`src/rtl/wdt_pkg.sv`:
```
package wdt_pkg;
    localparam int SEL_W = 3;

    // Control byte view; field positions are visible to software
    typedef struct packed {
        logic [2:0]       rsvd;
        logic             unlock;
        logic             en;
        logic [SEL_W-1:0] sel;
    } wdt_ctl_t;
endpackage

```
`src/rtl/wdt_prescale.sv`:
```
module wdt_prescale #(
    parameter int DIV = 16
) (
    input  logic clk,
    input  logic rst_n,
    input  logic run,
    input  logic clr,
    output logic tick
);
    generate
        if (DIV <= 1) begin : g_direct
            assign tick = run && !clr;
        end else begin : g_div
            localparam int PW = $clog2(DIV);
            localparam logic [PW-1:0] LAST = PW'(DIV - 1);
            logic [PW-1:0] cnt_d, cnt_q;

            always_comb begin
                cnt_d = cnt_q;
                tick  = 1'b0;
                if (clr || !run) begin
                    cnt_d = '0;
                end else if (cnt_q == LAST) begin
                    cnt_d = '0;
                    tick  = 1'b1;
                end else begin
                    cnt_d = cnt_q + PW'(1);
                end
            end

            always_ff @(posedge clk) begin
                if (!rst_n) cnt_q <= '0;
                else        cnt_q <= cnt_d;
            end
        end
    endgenerate
endmodule

```
`src/rtl/wdt_period.sv`:
```
module wdt_period #(
    parameter int SEL_W    = 3,
    parameter int BASE_EXP = 4
) (
    input  logic             clk,
    input  logic             rst_n,
    input  logic             run,
    input  logic             clr,
    input  logic             tick,
    input  logic [SEL_W-1:0] sel,
    output logic             expire
);
    localparam int CW = BASE_EXP + (1 << SEL_W);

    logic [CW-1:0] cnt_d, cnt_q;
    logic [CW-1:0] lim;

    always_comb begin
        lim    = (CW'(1) << (int'(sel) + BASE_EXP)) - CW'(1);
        cnt_d  = cnt_q;
        expire = 1'b0;
        if (clr || !run) begin
            cnt_d = '0;
        end else if (tick) begin
            if (cnt_q >= lim) begin
                cnt_d  = '0;
                expire = 1'b1;
            end else begin
                cnt_d = cnt_q + CW'(1);
            end
        end
    end

    always_ff @(posedge clk) begin
        if (!rst_n) cnt_q <= '0;
        else        cnt_q <= cnt_d;
    end
endmodule

```
`src/rtl/wdt_unlock.sv`:
```
module wdt_unlock #(
    parameter int CYCLES = 4
) (
    input  logic clk,
    input  logic rst_n,
    input  logic arm,
    input  logic drop,
    output logic open
);
    localparam int UW = $clog2(CYCLES + 1);

    logic [UW-1:0] cnt_d, cnt_q;

    always_comb begin
        cnt_d = cnt_q;
        if (arm)                cnt_d = UW'(CYCLES);
        else if (drop)          cnt_d = '0;
        else if (cnt_q != '0)   cnt_d = cnt_q - UW'(1);
    end

    always_ff @(posedge clk) begin
        if (!rst_n) cnt_q <= '0;
        else        cnt_q <= cnt_d;
    end

    assign open = (cnt_q != '0);
endmodule

```
`src/rtl/wdt_core.sv`:
```
module wdt_core #(
    parameter int BASE_EXP      = 4,
    parameter int PRESCALE_DIV  = 16,
    parameter int UNLOCK_CYCLES = 4
) (
    input  logic       clk,
    input  logic       rst_n,
    input  logic       ctl_we,
    input  logic [7:0] ctl_wdata,
    input  logic       kick,
    output logic [7:0] ctl_rdata,
    output logic       reset_req
);
    import wdt_pkg::*;

    typedef struct packed {
        logic             en;
        logic [SEL_W-1:0] sel;
        logic             req;
    } wdt_state_t;

    wdt_state_t st_d, st_q;
    wdt_ctl_t   wr, rd;
    logic       arm, drop, win_open, start, clr, tick, expire;
    logic       unused_rsvd;

    assign wr          = wdt_ctl_t'(ctl_wdata);
    assign unused_rsvd = ^wr.rsvd;

    always_comb begin
        arm   = ctl_we && wr.en && wr.unlock;
        drop  = ctl_we && !wr.en && win_open;
        start = ctl_we && wr.en && !st_q.en;
        clr   = kick || start;

        st_d     = st_q;
        st_d.req = expire && !kick;
        if (ctl_we) begin
            st_d.sel = wr.sel;
            if (wr.en)          st_d.en = 1'b1;
            else if (win_open)  st_d.en = 1'b0;
        end
    end

    always_ff @(posedge clk) begin
        if (!rst_n) st_q <= '0;
        else        st_q <= st_d;
    end

    wdt_unlock #(.CYCLES(UNLOCK_CYCLES)) u_unlock (
        .clk   (clk),
        .rst_n (rst_n),
        .arm   (arm),
        .drop  (drop),
        .open  (win_open)
    );

    wdt_prescale #(.DIV(PRESCALE_DIV)) u_pre (
        .clk   (clk),
        .rst_n (rst_n),
        .run   (st_q.en),
        .clr   (clr),
        .tick  (tick)
    );

    wdt_period #(.SEL_W(SEL_W), .BASE_EXP(BASE_EXP)) u_per (
        .clk    (clk),
        .rst_n  (rst_n),
        .run    (st_q.en),
        .clr    (clr),
        .tick   (tick),
        .sel    (st_q.sel),
        .expire (expire)
    );

    always_comb begin
        rd        = '0;
        rd.unlock = win_open;
        rd.en     = st_q.en;
        rd.sel    = st_q.sel;
    end

    assign ctl_rdata = rd;
    assign reset_req = st_q.req;
endmodule

```
`config.mk`:
```
export PLATFORM = sky130hd
export DESIGN_NAME = wdt_core
export DESIGN_NICKNAME = d
export VERILOG_FILES = /design/src/rtl/wdt_pkg.sv /design/src/rtl/wdt_prescale.sv /design/src/rtl/wdt_period.sv /design/src/rtl/wdt_unlock.sv /design/src/rtl/wdt_core.sv
export SDC_FILE = /design/constraint.sdc
export NUM_CORES = 1
export LEC_CHECK = 0
export ABC_CLOCK_PERIOD_IN_PS = 2000
export BUFFER_PORTS_ARGS = -buffer_cell sky130_fd_sc_hd__buf_2
export CAP_MARGIN = 25
export CORE_ASPECT_RATIO = 1.75
export CORE_MARGIN = 5
export CORE_UTILIZATION = 45
export DETAILED_ROUTE_END_ITERATION = 6
export GPL_TIMING_DRIVEN = 0
export PLACE_DENSITY_LB_ADDON = 0.12
export SETUP_SLACK_MARGIN = 0.4
export SKIP_LAST_GASP = 1
export SLEW_MARGIN = 10
export SYNTH_ARGS = -nofsm -noshare
export SYNTH_HDL_FRONTEND = slang
export SYNTH_HIERARCHICAL = 1
export SYNTH_SLANG_ARGS = --single-unit
export TNS_END_PERCENT = 20
```
`constraint.sdc`:
```
create_clock -name clk -period 2 [get_ports clk]
set_clock_uncertainty 0.15 [all_clocks]
set_input_delay 0 -clock clk [delete_from_list [all_inputs] [get_ports clk]]
set_output_delay 0 -clock clk [all_outputs]
set_load 0.1 [all_outputs]
```
# --- Word level (Yosys, flattened, before mapping) ---
# Cells that the tools add are included.
classes:
  reduce_logical: 18
  eq_ne: 1
  bitwise_logic: 1
  n_addsub: 5
  muxes: 11
  magnitude_cmp: 1
  shifts: 1
op_table:
  columns: ["operator", "count"]
  rows:
  - ["$shl 1x32->12 const A", 1]
  - ["$add 12x1->12 const B", 1]
  - ["$ge 12x12->1", 1]
  - ["$mux 12", 1]
  - ["$sub 12x2->12 const B", 1]
  - ["$mux 3", 3]
  - ["$mux 1", 7]
  - ["$logic_and 1x1->1", 6]
  - ["$reduce_bool 3->1", 2]
  - ["$reduce_or 3->1", 2]
  - ["$add 3x3->4 const B", 1]
  - ["$add 4x1->4 const B", 1]
  - ["$eq 4x4->1 const B", 1]
  - ["$logic_not 1->1", 3]
  - ["$sub 3x1->3 const B", 1]
  - ["$logic_or 1x1->1", 2]
  - ["$reduce_and 2->1", 1]
  - ["$reduce_bool 2->1", 1]
  - ["$reduce_or 2->1", 1]
  - ["$not 1->1", 1]
totals:
  reg_bits: 24
  word_cells: 45
  in_bits: 12
  output_inout_bits: 9

# --- Logic depth before layout (Yosys ltp) ---
logic_depth:
  word_depth: 8
  ltp_mapped: 8
  ltp_nobuf: 8

# --- By module ---
# Netlist, hierarchy kept.
modules_own_cells:
  columns: ["mod", "cells_per_inst", "instances", "seq_area_each_um2", "area_per_inst_um2"]
  rows:
  - ["wdt_period", 97, 1, 240.2, 862.1]
  - ["wdt_core", 25, 1, 100.1, 244.0]
  - ["wdt_prescale", 16, 1, 80.1, 161.4]
  - ["wdt_unlock", 18, 1, 60.1, 158.9]

# --- Least setup slack after synthesis ---
# No wires, ideal clock.
synth_timing:
  kind: "flip-flop to flip-flop"
  startpoint: "reg st_q (netlist bit ctl_rdata[3])"
  endpoint: "reg u_per.cnt_q[11]"
  t_required_ns: 1.769
  t_arrival_ns: 2.691
  n_path_buf: 0
  slack_ns: -0.922
  setup_ns: 0.081
  stages_incl_launch_ff: 7
  synth_period_minus_slack_ns: 2.922
  path_cell_list: "dfxtp_1 -> o21bai_1 -> nor3b_1 -> and3_1 -> nand3_1 -> or3_1 -> a211oi_2"
synth_between:
  elab_chain_len: 5
  word_cells_on_any_way: 6
  classes_between: "mux (1); reduce/logical (5)"
synth_lines:
  columns: ["element", "line", "source"]
  rows:
  - ["start: declaration", "wdt_core.sv:22", "wdt_state_t st_d, st_q;"]
  - ["start signal: assignment", "wdt_core.sv:47", "else st_q <= st_d;"]
  - ["$logic_not 1->1", "wdt_core.sv:33", "start = ctl_we && wr.en && !st_q.en;"]
  - ["$logic_and 1x1->1", "wdt_core.sv:33", null]
  - ["$logic_or 1x1->1", "wdt_core.sv:34", "clr = kick || start;"]
  - ["via clr", "wdt_core.sv:24", "logic arm, drop, win_open, start, clr, tick, expire;"]
  - ["$logic_or 1x1->1", "wdt_prescale.sv:21", "if (clr || !run) begin"]
  - ["$mux 1", "wdt_prescale.sv:21", null]
  - ["via tick", "wdt_core.sv:24", null]
  - ["end signal: assignment", "wdt_period.sv:36", "else cnt_q <= cnt_d;"]
  - ["end: declaration", "wdt_period.sv:15", "logic [CW-1:0] cnt_d, cnt_q;"]
# The timed path passes the listed nets, and every way through them passes these cells.
# A chain may end at the register's enable or synchronous reset.

# --- Worst setup path after layout ---
layout_timing:
  startpoint: "reg st_q (netlist bit ctl_rdata[2])"
  endpoint: "reg st_q (netlist bit reset_req)"
layout_between:
  elab_chain_len: 8
layout_lines:
  columns: ["element", "line", "source"]
  rows:
  - ["$add 3x3->4", "wdt_period.sv:19", "lim = (CW'(1) << (int'(sel) + BASE_EXP)) - CW'(1);"]
  - ["$shl 1x32->12", "wdt_period.sv:19", null]
  - ["$sub 12x2->12", "wdt_period.sv:19", null]
  - ["$ge 12x12->1", "wdt_period.sv:25", "if (cnt_q >= lim) begin"]
  - ["$mux 1", "wdt_period.sv:25", null]
  - ["$mux 1", "wdt_period.sv:24", "end else if (tick) begin"]
  - ["$mux 1", "wdt_period.sv:22", "if (clr || !run) begin"]
  - ["via expire", "wdt_core.sv:24", null]
  - ["$logic_and 1x1->1", "wdt_core.sv:37", "st_d.req = expire && !kick;"]
# The timed path passes the listed nets, and every way through them passes these cells.

==> run metrics <==
outcome=finished, violations left; failing checks=setup timing; slew at the pin with the worst max-slew slack=0.7229 ns; cell depth of the worst hold path=5; top_reg_cell synth=dfxtp_1; mean cell area of the mapped netlist=~9 µm²; number of unique standard cell types used by synthesis=45; Critical Path Source Type=flop; core area=3108 µm²; power density of the placed cells=between 600 and 700 nW/µm²; maximum level of the CTS H-tree=1; share of the yosys chip area belonging to registers=33.68%; setup slack of the worst register-to-register path=-0.11 ns; cell breakdown of the critical path=buf_6, a21oi_4, ha_4, a41oi_2, a211oi_2, o31a_1, buf_6, and3b_1, and3b_1; CTS sink cnt=24; CTS tree=done; pin count of the biggest net entering global routing=15; global-route wire length before repair=a little over 6000 µm; fraction of final layout cells with drive strength greater than 1=a little under two fifths; I/O pin cnt=21; drt first-iter violations=7; maximum fanout count along the critical path=5; number of warnings reported in the yosys synthesis log=6; total congestion overflow after global routing=0; Design Power=approximately 1.4 mW; arrival time reported for the critical path endpoint=~2.1 ns; initial antenna violation count=0; RSZ-0062 raised after global routing=yes; number of fill cells in the layout=roughly 270; Avg WL per Cell=14.13 µm; total number of nets in the final design=between 200 and 250; EDFF count, synth=0; Syn-to-layout area delta=48.16%; Worst Hold Class=in -> reg; endpoint kind of the worst setup timing path=flop; R2R depth=9; path type of the worst setup path=reg -> reg; final-report max-slew violation count=0; number of core rows=27; share of flip-flops with an asynchronous set or reset after synthesis=0%; initial core utilization=45.89%; mapped cell area=around 1400 µm²; DRT antenna net count=0; min cycle time layout=2.115 ns; clock network latency to the later pin of the worst-skew pair=roughly 0.27 ns; slack of the critical path=-0.1150 ns; clock edge transition at the registers on the reported setup and hold paths=about 0.090 ns; number of synthesized register bits=24; cell at the slowest stage of the critical path=dfxtp_4; die area=around 4400 µm²; number of instances in the synthesized netlist=156; relative max-transition margin=51.81%; DR vias/cell=~5.1; gpl congestion=slightly above 0.7; total via count in the routed design=1260; Tcrit/Tclk final=105.7%; detailed-routing iteration count for the pre-antenna-repair pass=4; number of setup violations in the final report=13; width of the die=52.56 µm; global-route usage over all layers=approximately 18%; Static Leakage=around 0.85 nW; final number of hold-violating endpoints=0; number of remaining DRC errors=0; routed wire length=3463 µm; total CTS buffers=3; worst slack after detailed placement=-0.2971 ns; n_diodes=0; dpl hpwl=around 2300 µm; chip height=approximately 84 µm; via count of the first global-routing pass=about 1300; peak supply drop=roughly 970 µV; CTS max path bufs=2; clock tree root driver cell=clkbuf_8; slowest cell delay on critical path=approximately 0.38 ns; count of maximum capacitance violations=0; required time reported for the critical path endpoint=roughly 2 ns; maximum clock frequency=around 0.47 GHz; number of buffers inserted by port buffering=13
==> synth_stat cells (3+ instances only) <==
cell type,n,share of area (%)
buf_4,4,2.1
nor3_1,7,2.5
a211oi_2,4,3.5
xor2_1,8,4.9
nand4_1,3,1.3
ha_1,14,12
mux2i_1,3,2.1
nand3_1,8,2.8
o21ai_0,5,1.8
dfxtp_1,24,34
nand2_1,9,2.4
or2b_1,3,1.6
conb_1,3,0.79
nor2b_1,4,1.8
inv_1,5,1.3
or3_1,3,1.3
a21oi_1,7,2.5
nand2b_1,4,1.8
nor2_1,9,2.4
==> kinds of logic after synthesis <==
group / synth area share (%)
and+or+nand+nor: 27.19
AOI/OAI and AO/OA: 13.60
DFF: 33.68
adders and majority gates: 12.28
buffers and inverters: 4.824
xor gates and xnor gates: 5.527
other: 0.7894
muxes: 2.105
==> state kept, by name, indices dropped and copies added (netlist names) <==
signal and flops:
u_per/cnt_q 12, ctl_rdata 4, u_pre/g_div.cnt_q 4, u_unlock/cnt_q 3
reset_req 1
==> cell type report <==
class / instances / area (µm²) / area share (%)
buffer: 7 / 56.30 / 2.664
clock buffer: 4 / 66.31 / 3.138
inverter: 5 / 18.77 / 0.8881
multi-input combinational: 122 / 1091 / 51.63
sequential: 24 / 500.5 / 23.68
tap: 43 / 53.80 / 2.546
timing repair buffer: 40 / 326.6 / 15.45
==> critical path: cells and delay by family, from the launching register on <==
family	cells	cell delay [ns]
buf+inv	2	0.26
compound gates	4	0.69
fa+ha+maj	1	0.24
flops	1	0.38
simple gates	2	0.31
==> worst paths after layout <==
kind                              startpoint                         endpoint
min reg2reg  u_pre/g_div.cnt_q[0]$_SDFF_PP0_  u_pre/g_div.cnt_q[0]$_SDFF_PP0_
min                             ctl_wdata[3]   u_unlock/cnt_q[0]$_SDFFE_PP0P_
max                ctl_rdata[2]$_SDFFE_PN0P_             reset_req$_SDFF_PN0_
max reg2reg        ctl_rdata[2]$_SDFFE_PN0P_             reset_req$_SDFF_PN0_
==> metal layers <==
layer,routed length (µm),vias to the layer above,share of wire [%],track usage (%)
met4,65,0,1.9,6.512
met2,1991,15,57,32.81
li1,-,645,-,-
met3,74,7,2.1,2.309
met5,0,-,0,0
met1,1332,593,38,19.32
==> power breakdown <==
group | internal (mW) | switching [mW] | leakage (nW) | total, mW
Combinational | 0.166 | 0.331 | 0.613 | 0.497
Clock | 0.218 | 0.170 | 0.0339 | 0.388
Sequential | 0.508 | 0.0267 | 0.199 | 0.535
Total | 0.891 | 0.528 | 0.846 | 1.42
==> repair_timing <==
| action | 4_1_cts | 5_1_grt |
|---|---|---|
| hold buffers | 12 | 0 |
| pin swaps | 11 | 12 |
| hold endpoints to repair | 14 | 0 |
| gates resized for setup | 16 | 16 |
| endpoints found under the setup margin | 14 | 17 |
| gates cloned | 0 | 0 |
| setup buffers | 12 | 3 |
==> per-stage QoR <==
step	hold WS, ns	util [%]	instance area, µm²	TNS [ns]	instances
global placement	0.1121	52.01	1617	-0.4496	214
detailed placement	0.1337	52.01	1617	-0.8505	214
global route	0.07126	68.00	2113	-1.905	245
CTS	0.04714	64.01	1989	-1.232	242
finish	0.04349	68.00	2113	-0.8827	245
floorplan	-0.03248	-	1498	-0.4879	158
==> cells in the final DEF (no fill, tap or decap), types with 4 or more instances in the layout <==
master / count
buf_2: 13
ha_1: 9
dlygate4sd3_1: 12
nor3_2: 4
dfxtp_4: 5
a211oi_2: 4
dfxtp_1: 18
nand2b_1: 4
nand3_1: 5
nor2_1: 9
a21oi_1: 4
xor2_1: 8
nor2b_1: 4
conb_1: 5
nand2_1: 8
buf_4: 16
ha_4: 5
inv_1: 5
Power figures use the tool's default switching activity.
